File: src/rtl/agc_pkg.sv
package agc_pkg;

    typedef enum logic [1:0] {
        ST_OFF    = 2'd0,
        ST_SETTLE = 2'd1,
        ST_READY  = 2'd2,
        ST_ACTIVE = 2'd3
    } agc_state_e;

    typedef struct packed {
        logic wake;
        logic stop;
        logic xfer;
    } agc_req_t;

    function automatic logic clock_needed(input agc_state_e s);
        return s != ST_OFF;
    endfunction

endpackage

File: src/rtl/agc_settle_timer.sv
module agc_settle_timer #(
    parameter int SETTLE_CYC = 4
) (
    input  logic clk,
    input  logic rst,
    input  logic load,
    input  logic run,
    output logic done
);
    localparam int CW = (SETTLE_CYC < 2) ? 1 : $clog2(SETTLE_CYC + 1);
    localparam logic [CW-1:0] LAST = CW'(SETTLE_CYC - 1);

    logic [CW-1:0] cnt;

    assign done = run && (cnt == LAST);

    always_ff @(posedge clk) begin
        if (rst || load)
            cnt <= '0;
        else if (run && !done)
            cnt <= cnt + 1'b1;
    end

    // the count never passes its terminal value
    a_r4_cnt_bound: assert property (@(posedge clk) disable iff (rst)
        cnt <= LAST);

endmodule

File: src/rtl/agc_req_hold.sv
module agc_req_hold (
    input  logic clk,
    input  logic rst,
    input  logic set,
    input  logic clr,
    output logic q
);
    always_ff @(posedge clk) begin
        if (rst || clr)
            q <= 1'b0;
        else if (set)
            q <= 1'b1;
    end

    // a request captured while settling is kept
    a_r5_hold_kept: assert property (@(posedge clk) disable iff (rst)
        (set && !clr) |=> q);

endmodule

File: src/rtl/i2c_autogate.sv
module i2c_autogate
    import agc_pkg::*;
#(
    parameter int SETTLE_CYC = 4
) (
    input  logic clk,
    input  logic rst,
    input  logic wake_req,
    input  logic stop_done,
    input  logic xfer_req,
    output logic clk_en,
    output logic ready,
    output logic xfer_go
);
    localparam int OW = $clog2(SETTLE_CYC + 2);

    agc_state_e state, nxt;
    agc_req_t   req;
    logic       settle_done, pend, go_now, load_timer, hold_set;

    assign req = '{wake: wake_req, stop: stop_done, xfer: xfer_req};

    assign load_timer = (state == ST_OFF) && req.wake;
    assign hold_set   = (state == ST_SETTLE) && req.xfer;
    assign go_now     = (state == ST_READY) && (pend || req.xfer);

    agc_settle_timer #(.SETTLE_CYC(SETTLE_CYC)) u_timer (
        .clk  (clk),
        .rst  (rst),
        .load (load_timer),
        .run  (state == ST_SETTLE),
        .done (settle_done)
    );

    agc_req_hold u_hold (
        .clk (clk),
        .rst (rst),
        .set (hold_set),
        .clr (go_now),
        .q   (pend)
    );

    always_comb begin
        nxt = state;
        unique case (state)
            ST_OFF:    if (req.wake) nxt = ST_SETTLE;
            ST_SETTLE: if (settle_done) nxt = ST_READY;
            ST_READY:  if (go_now) nxt = ST_ACTIVE;
            ST_ACTIVE: if (req.stop) nxt = req.wake ? ST_READY : ST_OFF;
            default:   nxt = ST_OFF;
        endcase
    end

    always_ff @(posedge clk) begin
        if (rst) begin
            state   <= ST_OFF;
            xfer_go <= 1'b0;
        end else begin
            state   <= nxt;
            xfer_go <= go_now;
        end
    end

    assign clk_en = clock_needed(state);
    assign ready  = (state == ST_READY);

    // independent observer of time spent settling
    logic [OW-1:0] settle_obs;
    always_ff @(posedge clk) begin
        if (rst || state != ST_SETTLE)
            settle_obs <= '0;
        else
            settle_obs <= settle_obs + 1'b1;
    end

    a_r1_reset_quiet: assert property (@(posedge clk)
        $past(rst) |-> (!clk_en && !ready && !xfer_go));

    a_r2_stop_gates: assert property (@(posedge clk) disable iff (rst)
        (state == ST_ACTIVE && stop_done && !wake_req) |=> (!clk_en && !ready));

    a_r3_wake_wins: assert property (@(posedge clk) disable iff (rst)
        (state == ST_ACTIVE && stop_done && wake_req) |=> (clk_en && ready));

    a_r4_wake_clock: assert property (@(posedge clk) disable iff (rst)
        (!clk_en && wake_req) |=> (clk_en && !ready));

    a_r4_settle_len: assert property (@(posedge clk) disable iff (rst)
        ($rose(ready) && $past(state) == ST_SETTLE) |-> (settle_obs == OW'(SETTLE_CYC)));

    a_r6_go_from_ready: assert property (@(posedge clk) disable iff (rst)
        xfer_go |-> ($past(ready) && !ready && clk_en));

    a_r7_gate_after_stop: assert property (@(posedge clk) disable iff (rst)
        $fell(clk_en) |-> $past(stop_done));

    a_r4_ready_clocked: assert property (@(posedge clk) disable iff (rst)
        ready |-> clk_en);

endmodule

File: config.mk
export PLATFORM = sky130hd
export DESIGN_NAME = i2c_autogate
export DESIGN_NICKNAME = d
export VERILOG_FILES = /design/src/rtl/agc_pkg.sv /design/src/rtl/agc_settle_timer.sv /design/src/rtl/agc_req_hold.sv /design/src/rtl/i2c_autogate.sv
export SDC_FILE = /design/constraint.sdc
export NUM_CORES = 1
export LEC_CHECK = 0
export ABC_AREA = 0
export BUFFER_PORTS_ARGS = -buffer_cell sky130_fd_sc_hd__buf_2
export CELL_PAD_IN_SITES_DETAIL_PLACEMENT = 0
export CELL_PAD_IN_SITES_GLOBAL_PLACEMENT = 2
export CORE_AREA = 2 2 39 41
export DETAILED_ROUTE_END_ITERATION = 10
export DIE_AREA = 0 0 41 43
export PLACE_DENSITY = 0.71
export SKIP_LAST_GASP = 1
export SLEW_MARGIN = 40
export SYNTH_ARGS = -nofsm -noshare
export SYNTH_HDL_FRONTEND = slang
export SYNTH_SLANG_ARGS = --single-unit
export TNS_END_PERCENT = 100
File: constraint.sdc
create_clock -name clk -period 1.67 [get_ports clk]
set_input_delay 0.334 -clock clk [delete_from_list [all_inputs] [get_ports clk]]
set_output_delay 0.334 -clock clk [all_outputs]
set_load 0.1 [all_outputs]
==> metrics.yaml, run 1 <==
pwr:
  pwr_density_cell_nw_per_um2: 892
  leakage_nw: 0.196
  peakVddDrop_v: 0.000336
sta:
  fmax_ghz: 0.673
  min_period_over_period: 0.890
  tightest_slew_ns: 0.484
  finalHoldViolCount: 0
  finalSetupViolations: 0
  drv_slew: 0
  skew_ns: 0.00694
  setup_tns_ns: 0
  relSlewSlack: 0.679
  rsz0062_at_grt: "false"
  period_minus_slack_ns: 1.49
global_route:
  grt.total_usage: 0.0946
  first_global_vias: 278
  grt_overflow: 0
  grt_pass1_wl_mm: 1.06
  antenna_found_initial: 0
  grt_max_degree: 8
layout:
  n_antenna_cell: 0
  syn2layout_area_growth_pct: 32.8
  nFillCells: 151
  fin_util: 0.325
  drive_gt1_frac: 0.349
  finish.instance_area_um2: 450
  final_net_count: 51
detailed_routing:
  vias_per_cell: 4.49
  wl_per_cell_um: 10.5
  firstDrtPassIters: 2
  wl_um: 620
  drtIter0Drc: 1
  antenna_left: 0
  vias: 265
  drc: 0
worst_setup_path:
  endpoint: "clk_en"
  critical_path_class: "reg2out"
  arrival_ns: 1.15
  reg2reg_from: "u_timer.cnt[0]"
  rr_endpoint: "u_timer.cnt[1]"
  end_kind: "output pin"
  r2r_setup_slack_ns: 0.24
  startpoint: "state[1]"
  setup.worst_path.start_class: "register"
  critPathMaxFanout: 7
  r2r_cells: 5
  crit_required_ns: 1.34
die:
  core_um2: 1380
  ios: 8
  start_util: 0.245
  rows: 14
  fp.dieW_um: 41
  die_height_um: 43
  die_area_um2: 1760
clock_tree:
  clk_pin_slew_ns: 0.06
  cts_setup_buffers: 0
  cts_buffers: 3
  hold_buffers: 0
  cts_sinks: 7
  post_cts_resized: 0
  insertion_delay_ns: 0.25
  clock-root-buffer: "clkbuf_4"
  clockBufferDepth: 2
  cts_tree: "done"
  h-tree-depth: 1
run:
  maxCapViolCount: 0
yosys:
  synth_edf_count: 0
  syn_nets: 39
  synth-seq-cells: 7
  ys_warn_count: 0
  synth_top_cell_by_area: "dfxtp_1"
  syn_area_um2: 339
  syn_avg_cell_area_um2: 10.6
  seq_area_frac_synth: 0.413
  ys.flop_type: "dfxtp_1"
  synth_area_leaders: "dfxtp_1, mux4_1, ha_1"
  netlist_instances: 32
  yosysUniqueCellTypes: 18
  async_flop_share: 0
  synth_top_area_frac: 0.413
placed_design:
  postPlaceCellArea_um2: 424
  io_buffers: 7
  dpl.hpwl_um: 498
  gp_congestion: 0.701
run_status:
  outcome: "completed"
min_path:
  hp-start: "rst"
  worst_hold_path_type: "in2reg"
## per-layer routing
layer | track usage | share of wire
met5 | 0 | 0
met4 | 0.0400 | 0
met3 | 0.0785 | 0.097
met2 | 0.141 | 0.52
met1 | 0.0906 | 0.38
## critical path, stage by stage, from the launching register on
cell and delay (ns):
dfxtp_1 0.47, or2_1 0.24, buf_12 0.19
## worst min-delay path by stage
stage / cells after the start / to
2_1_floorplan: 1 / u_hold.q
3_5_place_dp: 2 / u_hold.q
6_report: 2 / u_hold.q
3_3_place_gp: 2 / u_hold.q
5_1_grt: 2 / u_hold.q
4_1_cts: 2 / u_hold.q
## layout by cell type, fill, tap and decap left out, types with 2 or more instances in the layout
master	count
buf_12	2
nor2_1	5
a21oi_1	2
clkbuf_4	3
ha_1	2
inv_1	3
buf_2	5
dfxtp_1	7
## through the flow
step / setup WS (ns) / hold WS (ns) / cells / total power, mW
5_1_grt: 0.117 / 0.304 / 59 / 0.422
2_1_floorplan: 0.0924 / 0.403 / 32 / 0.227
3_5_place_dp: 0.237 / 0.454 / 55 / 0.249
4_1_cts: 0.177 / 0.299 / 59 / 0.408
6_report: 0.183 / 0.305 / 59 / 0.402
3_3_place_gp: 0.297 / 0.441 / 55 / 0.246
## Yosys cell counts (2+ instances only)
cell type  n
dfxtp_1    7
nor2_1     5
inv_1      3
a21oi_1    2
ha_1       2
## registers in the layout (all words and copies together), names as in the netlist
| signal | cells |
|---|---|
| state | 2 |
| u_hold.q | 1 |
| u_timer.cnt | 3 |
| xfer_go | 1 |
## layout make-up
type | instances | area [um^2] | area share
Timing Repair Buffer | 7 | 65.1 | 0.144
Multi-Input combinational cell | 22 | 188 | 0.417
Inverter | 3 | 11.3 | 0.0250
Clock buffer | 4 | 26.3 | 0.0583
Tap cell | 16 | 20.0 | 0.0444
Sequential cell | 7 | 140 | 0.311
## where the power goes
group          switching [mW]  total [mW]  internal, mW
combinational          0.0344      0.0633        0.0289
clock                  0.0657       0.157        0.0914
sequential            0.00648       0.181         0.175
total                   0.107       0.402         0.295
## logic make-up (layout without fill, tap and decap cells)
group,Yosys count,after routing,share of synthesized area
AOI/OAI and AO/OA,5,5,0.133
buffers and inverters,3,14,0.0332
DFF,7,7,0.413
xor gates and xnor gates,1,1,0.0258
adders and majority gates,2,2,0.0738
muxes,2,2,0.107
and+or+nand+nor,12,12,0.214
Note: power is estimated with default switching activity, not from simulation.
==> run 2, diff against run 1 <==
--- a/constraint.sdc
+++ b/constraint.sdc
@@ -3,2 +3,2 @@
 set_output_delay 0.334 -clock clk [all_outputs]
-set_load 0.1 [all_outputs]
+set_load 0.05 [all_outputs]
==> metrics.yaml, run 2 (synthesis gave the netlist of run 1 again) <==
clock_tree:
  cts_sinks: 7  # unchanged
  cts_buffers: 3  # unchanged
  clockBufferDepth: 2  # unchanged
  clock-root-buffer: "clkbuf_4"  # unchanged
  post_cts_resized: 0  # unchanged
  h-tree-depth: 1  # unchanged
  cts_setup_buffers: 0  # unchanged
  insertion_delay_ns: 0.25  # about the same
  clk_pin_slew_ns: 0.05  # was 0.06 ns
  hold_buffers: 0  # unchanged
  cts_tree: "done"  # unchanged
pwr:
  p_clk_frac: 0.392  # was 0.391
  power.share.sequential: 0.480  # was 0.451
  power.switching_mw: 0.0893  # was 0.107 mW
  p_sw_frac: 0.236  # was 0.265
  intPower_mw: 0.289  # was 0.295 mW
  peakVddDrop_v: 0.000437  # was 0.000336 V
  pwr_density_cell_nw_per_um2: 899  # was 892 nW/um^2
  leakage_nw: 0.189  # was 0.196 nW
  comb_power_share: 0.129  # was 0.158
global_route:
  grt_overflow: 0  # unchanged
  grt.total_usage: 0.0855  # was 0.0946
  first_global_vias: 242  # was 278
  grt_util_met1: 0.0809  # was 0.0906
  grt_max_degree: 8  # unchanged
  antenna_found_initial: 0  # unchanged
  grt_use_met3: 0.0942  # was 0.0785
  grt_busiest_layer: "met2"  # unchanged
  grt_util_met2: 0.122  # was 0.141
  grt_pass1_wl_um: 938  # was 1.06 mm
sta:
  finalHoldViolCount: 0  # unchanged
  fmax_ghz: 0.661  # was 0.673 GHz
  period_minus_slack_ns: 1.51  # was 1.49 ns
  min_period_over_period: 0.906  # was 0.890
  skew_ns: 0.00369  # was 0.00694 ns
  setup_tns_ns: 0  # unchanged
  drv_slew: 0  # unchanged
  tightest_slew_ns: 0.276  # was 0.484 ns
  rsz0062_at_grt: "false"  # unchanged
  finalSetupViolations: 0  # unchanged
  fin_ws_ns: 0.157  # was 0.183 ns
  relSlewSlack: 0.816  # was 0.679
  worst_hold_slack_ns: 0.304  # was 0.305 ns
worst_setup_path:
  startpoint: "state[1]"  # unchanged
  arrival_ns: 1.18  # was 1.15 ns
  crit_required_ns: 1.34  # about the same
  cpMaxStageDelayCell: "dfxtp_1"  # unchanged
  critical_path_class: "reg2out"  # unchanged
  max_stage_delay_ns: 0.47  # about the same
  end_kind: "output pin"  # unchanged
  critical_path.cell_chain: "nand2b_1 > inv_1 > buf_2"  # was or2_1 > buf_12
  reg2reg_from: "u_timer.cnt[0]"  # unchanged
  r2r_cells: 5  # unchanged
  crit_buf_inv: 2  # was 1
  setup.worst_path.start_class: "register"  # unchanged
  worst-path-stages: 3  # was 2
  critPathMaxFanout: 7  # unchanged
  critical-path-top-delay-family: "flip-flops"  # unchanged
die:
  start_util: 0.245  # unchanged
  core_um2: 1380  # unchanged
  fp.dieW_um: 41  # unchanged
  rows: 14  # unchanged
  die_height_um: 43  # unchanged
  ios: 8  # unchanged
  die_area_um2: 1760  # unchanged
placed_design:
  pre_cts_ws_ns: 0.251  # was 0.237 ns
  place_inst: 55  # unchanged
  gp_congestion: 0.734  # was 0.701
  postPlaceCellArea_um2: 394  # was 424 um^2
  dpl.hpwl_um: 466  # was 498 um
  io_buffers: 7  # unchanged
detailed_routing:
  drc: 0  # unchanged
  vias: 266  # was 265
  vias_per_cell: 4.51  # was 4.49
  firstDrtPassIters: 2  # unchanged
  wl_per_cell_um: 9.71  # was 10.5 um
  antenna_left: 0  # unchanged
  wl_um: 573  # was 620 um
  drtIter0Drc: 3  # was 1
min_path:
  worst_hold_path_type: "in2reg"  # unchanged
  hp-start: "rst"  # unchanged
  worstHoldPathCells: 2  # unchanged
layout:
  largest_reg_flops: 3  # unchanged
  final_cell_mix: "buf_2, dfxtp_1, nor2_1"  # was dfxtp_1, nor2_1, buf_2
  drive_gt1_frac: 0.349  # unchanged
  n_antenna_cell: 0  # unchanged
  fin_cells: 59  # unchanged
  top_register: "u_timer.cnt"  # unchanged
  syn2layout_area_growth_pct: 24.0  # was 32.8%
  top_regs: "u_timer.cnt (3), state (2)"  # unchanged
  final_net_count: 51  # unchanged
  finish.instance_area_um2: 420  # was 450 um^2
run_status:
  outcome: "completed"  # unchanged
run:
  maxCapViolCount: 0  # unchanged
run 2: power by group through the flow:
stage               sequential [mW]  combinational, mW  clock (mW)
floorplan                     0.183             0.0371           0
global placement              0.184             0.0473           0
detailed placement            0.184             0.0493           0
CTS                           0.181             0.0497       0.158
global route                  0.182             0.0539       0.172
finish                        0.181             0.0487       0.148
run 2: routing by layer:
metal,vias to the layer above,wire [um]
li1,135,-
met1,124,251
met2,7,276
met3,0,46
met4,0,0
met5,-,0
run 2: worst paths after layout:
| kind | endpoint | slack [ns] |
|---|---|---|
| max reg2reg | u_timer.cnt[1] | 0.26 |
| min reg2reg | u_hold.q | 0.47 |
| max | ready | 0.16 |
| min | state[1] | 0.30 |
run 2: final cells by class:
| type | count | area, um^2 |
|---|---|---|
| Timing Repair Buffer | 7 | 35.0 |
| Clock buffer | 4 | 26.3 |
| Fill cell | 151 | 963 |
| Tap cell | 16 | 20.0 |
| Inverter | 3 | 11.3 |
| Multi-Input combinational cell | 22 | 188 |
| Sequential cell | 7 | 140 |
run 2: stage by stage:
stage	utilization	power, mW
after floorplan	-	0.220
after global placement	0.285	0.232
after detailed placement	0.285	0.234
after CTS	0.304	0.389
after global routing	0.304	0.409
final	0.304	0.378
==> run 3, diff against run 2 <==
ABC_CLOCK_PERIOD_IN_PS = 1670   (was unset)
CELL_PAD_IN_SITES_DETAIL_PLACEMENT = unset   (was 0)
CELL_PAD_IN_SITES_GLOBAL_PLACEMENT = unset   (was 2)
PLACE_DENSITY = 0.52   (was 0.71)
==> metrics.yaml, run 3 (synthesis gave the netlist of run 1 again) <==
clock_tree:
  clockBufferDepth: 2  # unchanged
  clock-root-buffer: "clkbuf_4"  # unchanged
  post_cts_resized: 0  # unchanged
  h-tree-depth: 1  # unchanged
  cts_setup_buffers: 0  # unchanged
  hold_buffers: 0  # unchanged
  cts_sinks: 7  # unchanged
  insertion_delay_ns: 0.25  # about the same
  cts_buffers: 3  # unchanged
  cts_tree: "done"  # unchanged
  clk_pin_slew_ns: 0.05  # about the same
sta:
  skew_ns: 0.00328  # was 0.00369 ns
  drv_slew: 0  # unchanged
  rsz0062_at_grt: "false"  # unchanged
  tightest_slew_ns: 0.275  # was 0.276 ns
  relSlewSlack: 0.816  # about the same
  period_minus_slack_ns: 1.52  # was 1.51 ns
  fmax_ghz: 0.660  # was 0.661 GHz
  setup_tns_ns: 0  # unchanged
  worst_hold_slack_ns: 0.308  # was 0.304 ns
  min_period_over_period: 0.908  # was 0.906
  finalSetupViolations: 0  # unchanged
  finalHoldViolCount: 0  # unchanged
worst_setup_path:
  max_stage_delay_ns: 0.47  # about the same
  critical_path.cell_chain: "nand2b_1 > inv_1 > buf_2"  # unchanged
  cpMaxStageDelayCell: "dfxtp_1"  # unchanged
  critPathMaxFanout: 7  # unchanged
  critical_path_class: "reg2out"  # unchanged
  end_kind: "output pin"  # unchanged
  setup.worst_path.start_class: "register"  # unchanged
  crit_required_ns: 1.34  # about the same
  arrival_ns: 1.18  # about the same
die:
  start_util: 0.245  # unchanged
  ios: 8  # unchanged
  die_area_um2: 1760  # unchanged
  fp.dieW_um: 41  # unchanged
  rows: 14  # unchanged
  die_height_um: 43  # unchanged
  core_um2: 1380  # unchanged
pwr:
  leakage_nw: 0.189  # unchanged
  finalPower_mw: 0.383  # was 0.378 mW
  pwr_density_cell_nw_per_um2: 911  # was 899 nW/um^2
  peakVddDrop_v: 0.000354  # was 0.000437 V
run_status:
  outcome: "completed"  # unchanged
placed_design:
  io_buffers: 7  # unchanged
  postPlaceCellArea_um2: 394  # unchanged
  gp_congestion: 0.643  # was 0.734
detailed_routing:
  drtIter0Drc: 0  # was 3
  antenna_left: 0  # unchanged
  vias_per_cell: 4.49  # was 4.51
  firstDrtPassIters: 1  # was 2
  wl_um: 587  # was 573 um
  vias: 265  # was 266
  wl_per_cell_um: 9.95  # was 9.71 um
  drc: 0  # unchanged
global_route:
  grt.total_usage: 0.0957  # was 0.0855
  grt_busiest_layer: "met2"  # unchanged
  grt_pass1_wl_mm: 1.08  # was 938 um
  grt_util_met1: 0.101  # was 0.0809
  grt_overflow: 0  # unchanged
  grt_use_met3: 0.0942  # unchanged
  antenna_found_initial: 0  # unchanged
  grt_util_met2: 0.134  # was 0.122
  grt_max_degree: 8  # unchanged
  first_global_vias: 264  # was 242
layout:
  n_antenna_cell: 0  # unchanged
  syn2layout_area_growth_pct: 24.0  # unchanged
  largest_reg_flops: 3  # unchanged
  final_net_count: 51  # unchanged
  drive_gt1_frac: 0.349  # unchanged
  final_cell_mix: "buf_2, dfxtp_1, nor2_1"  # unchanged
  finish.instance_area_um2: 420  # unchanged
  top_regs: "u_timer.cnt (3), state (2)"  # unchanged
  fin_util: 0.304  # unchanged
  top_register: "u_timer.cnt"  # unchanged
min_path:
  worst_hold_path_type: "in2reg"  # unchanged
run:
  maxCapViolCount: 0  # unchanged
==> run 3: cell counts in the layout (fill, tap and decap cells not counted) <==
Identical to the previous run, type by type.
==> run 3: worst paths after layout <==
path | startpoint | endpoint | slack, ns | cells past startpoint
hold / removal | rst | u_hold.q | 0.31 | 2
setup reg to reg | u_timer.cnt[0] | u_timer.cnt[1] | 0.24 | 5
setup / recovery | state[1] | ready | 0.15 | 3
hold reg to reg | u_hold.q | u_hold.q | 0.45 | 2
==> run 3: area by class of cell <==
type | count | area [um^2]
multi-input combinational | 22 | 188
clock buffer | 4 | 26.3
tap | 16 | 20.0
inverter | 3 | 11.3
timing repair buffer | 7 | 35.0
fill | 155 | 963
sequential | 7 | 140
==> run 3: worst max-delay path, delay by kind of cell (launching register included) <==
family / cells / cell delay, ns
buffers and inverters: 2 / 0.32
and+or+nand+nor: 1 / 0.14
DFF: 1 / 0.47
==> run 3: metal layers <==
| layer | routed length [um] | vias up |
|---|---|---|
| met4 | 0 | 0 |
| met1 | 236 | 125 |
| met5 | 0 | - |
| met2 | 282 | 8 |
| li1 | - | 132 |
| met3 | 68 | 0 |
==> run 3: per-stage QoR <==
step	setup WS [ns]	std cells
global placement	0.245	55
global route	0.0682	59
finish	0.154	59
floorplan	0.327	32
CTS	0.138	59
detailed placement	0.238	55
==> run 3: power by group <==
group          internal, mW  switching [mW]
combinational        0.0228          0.0253
sequential            0.175         0.00651
clock                0.0912          0.0625
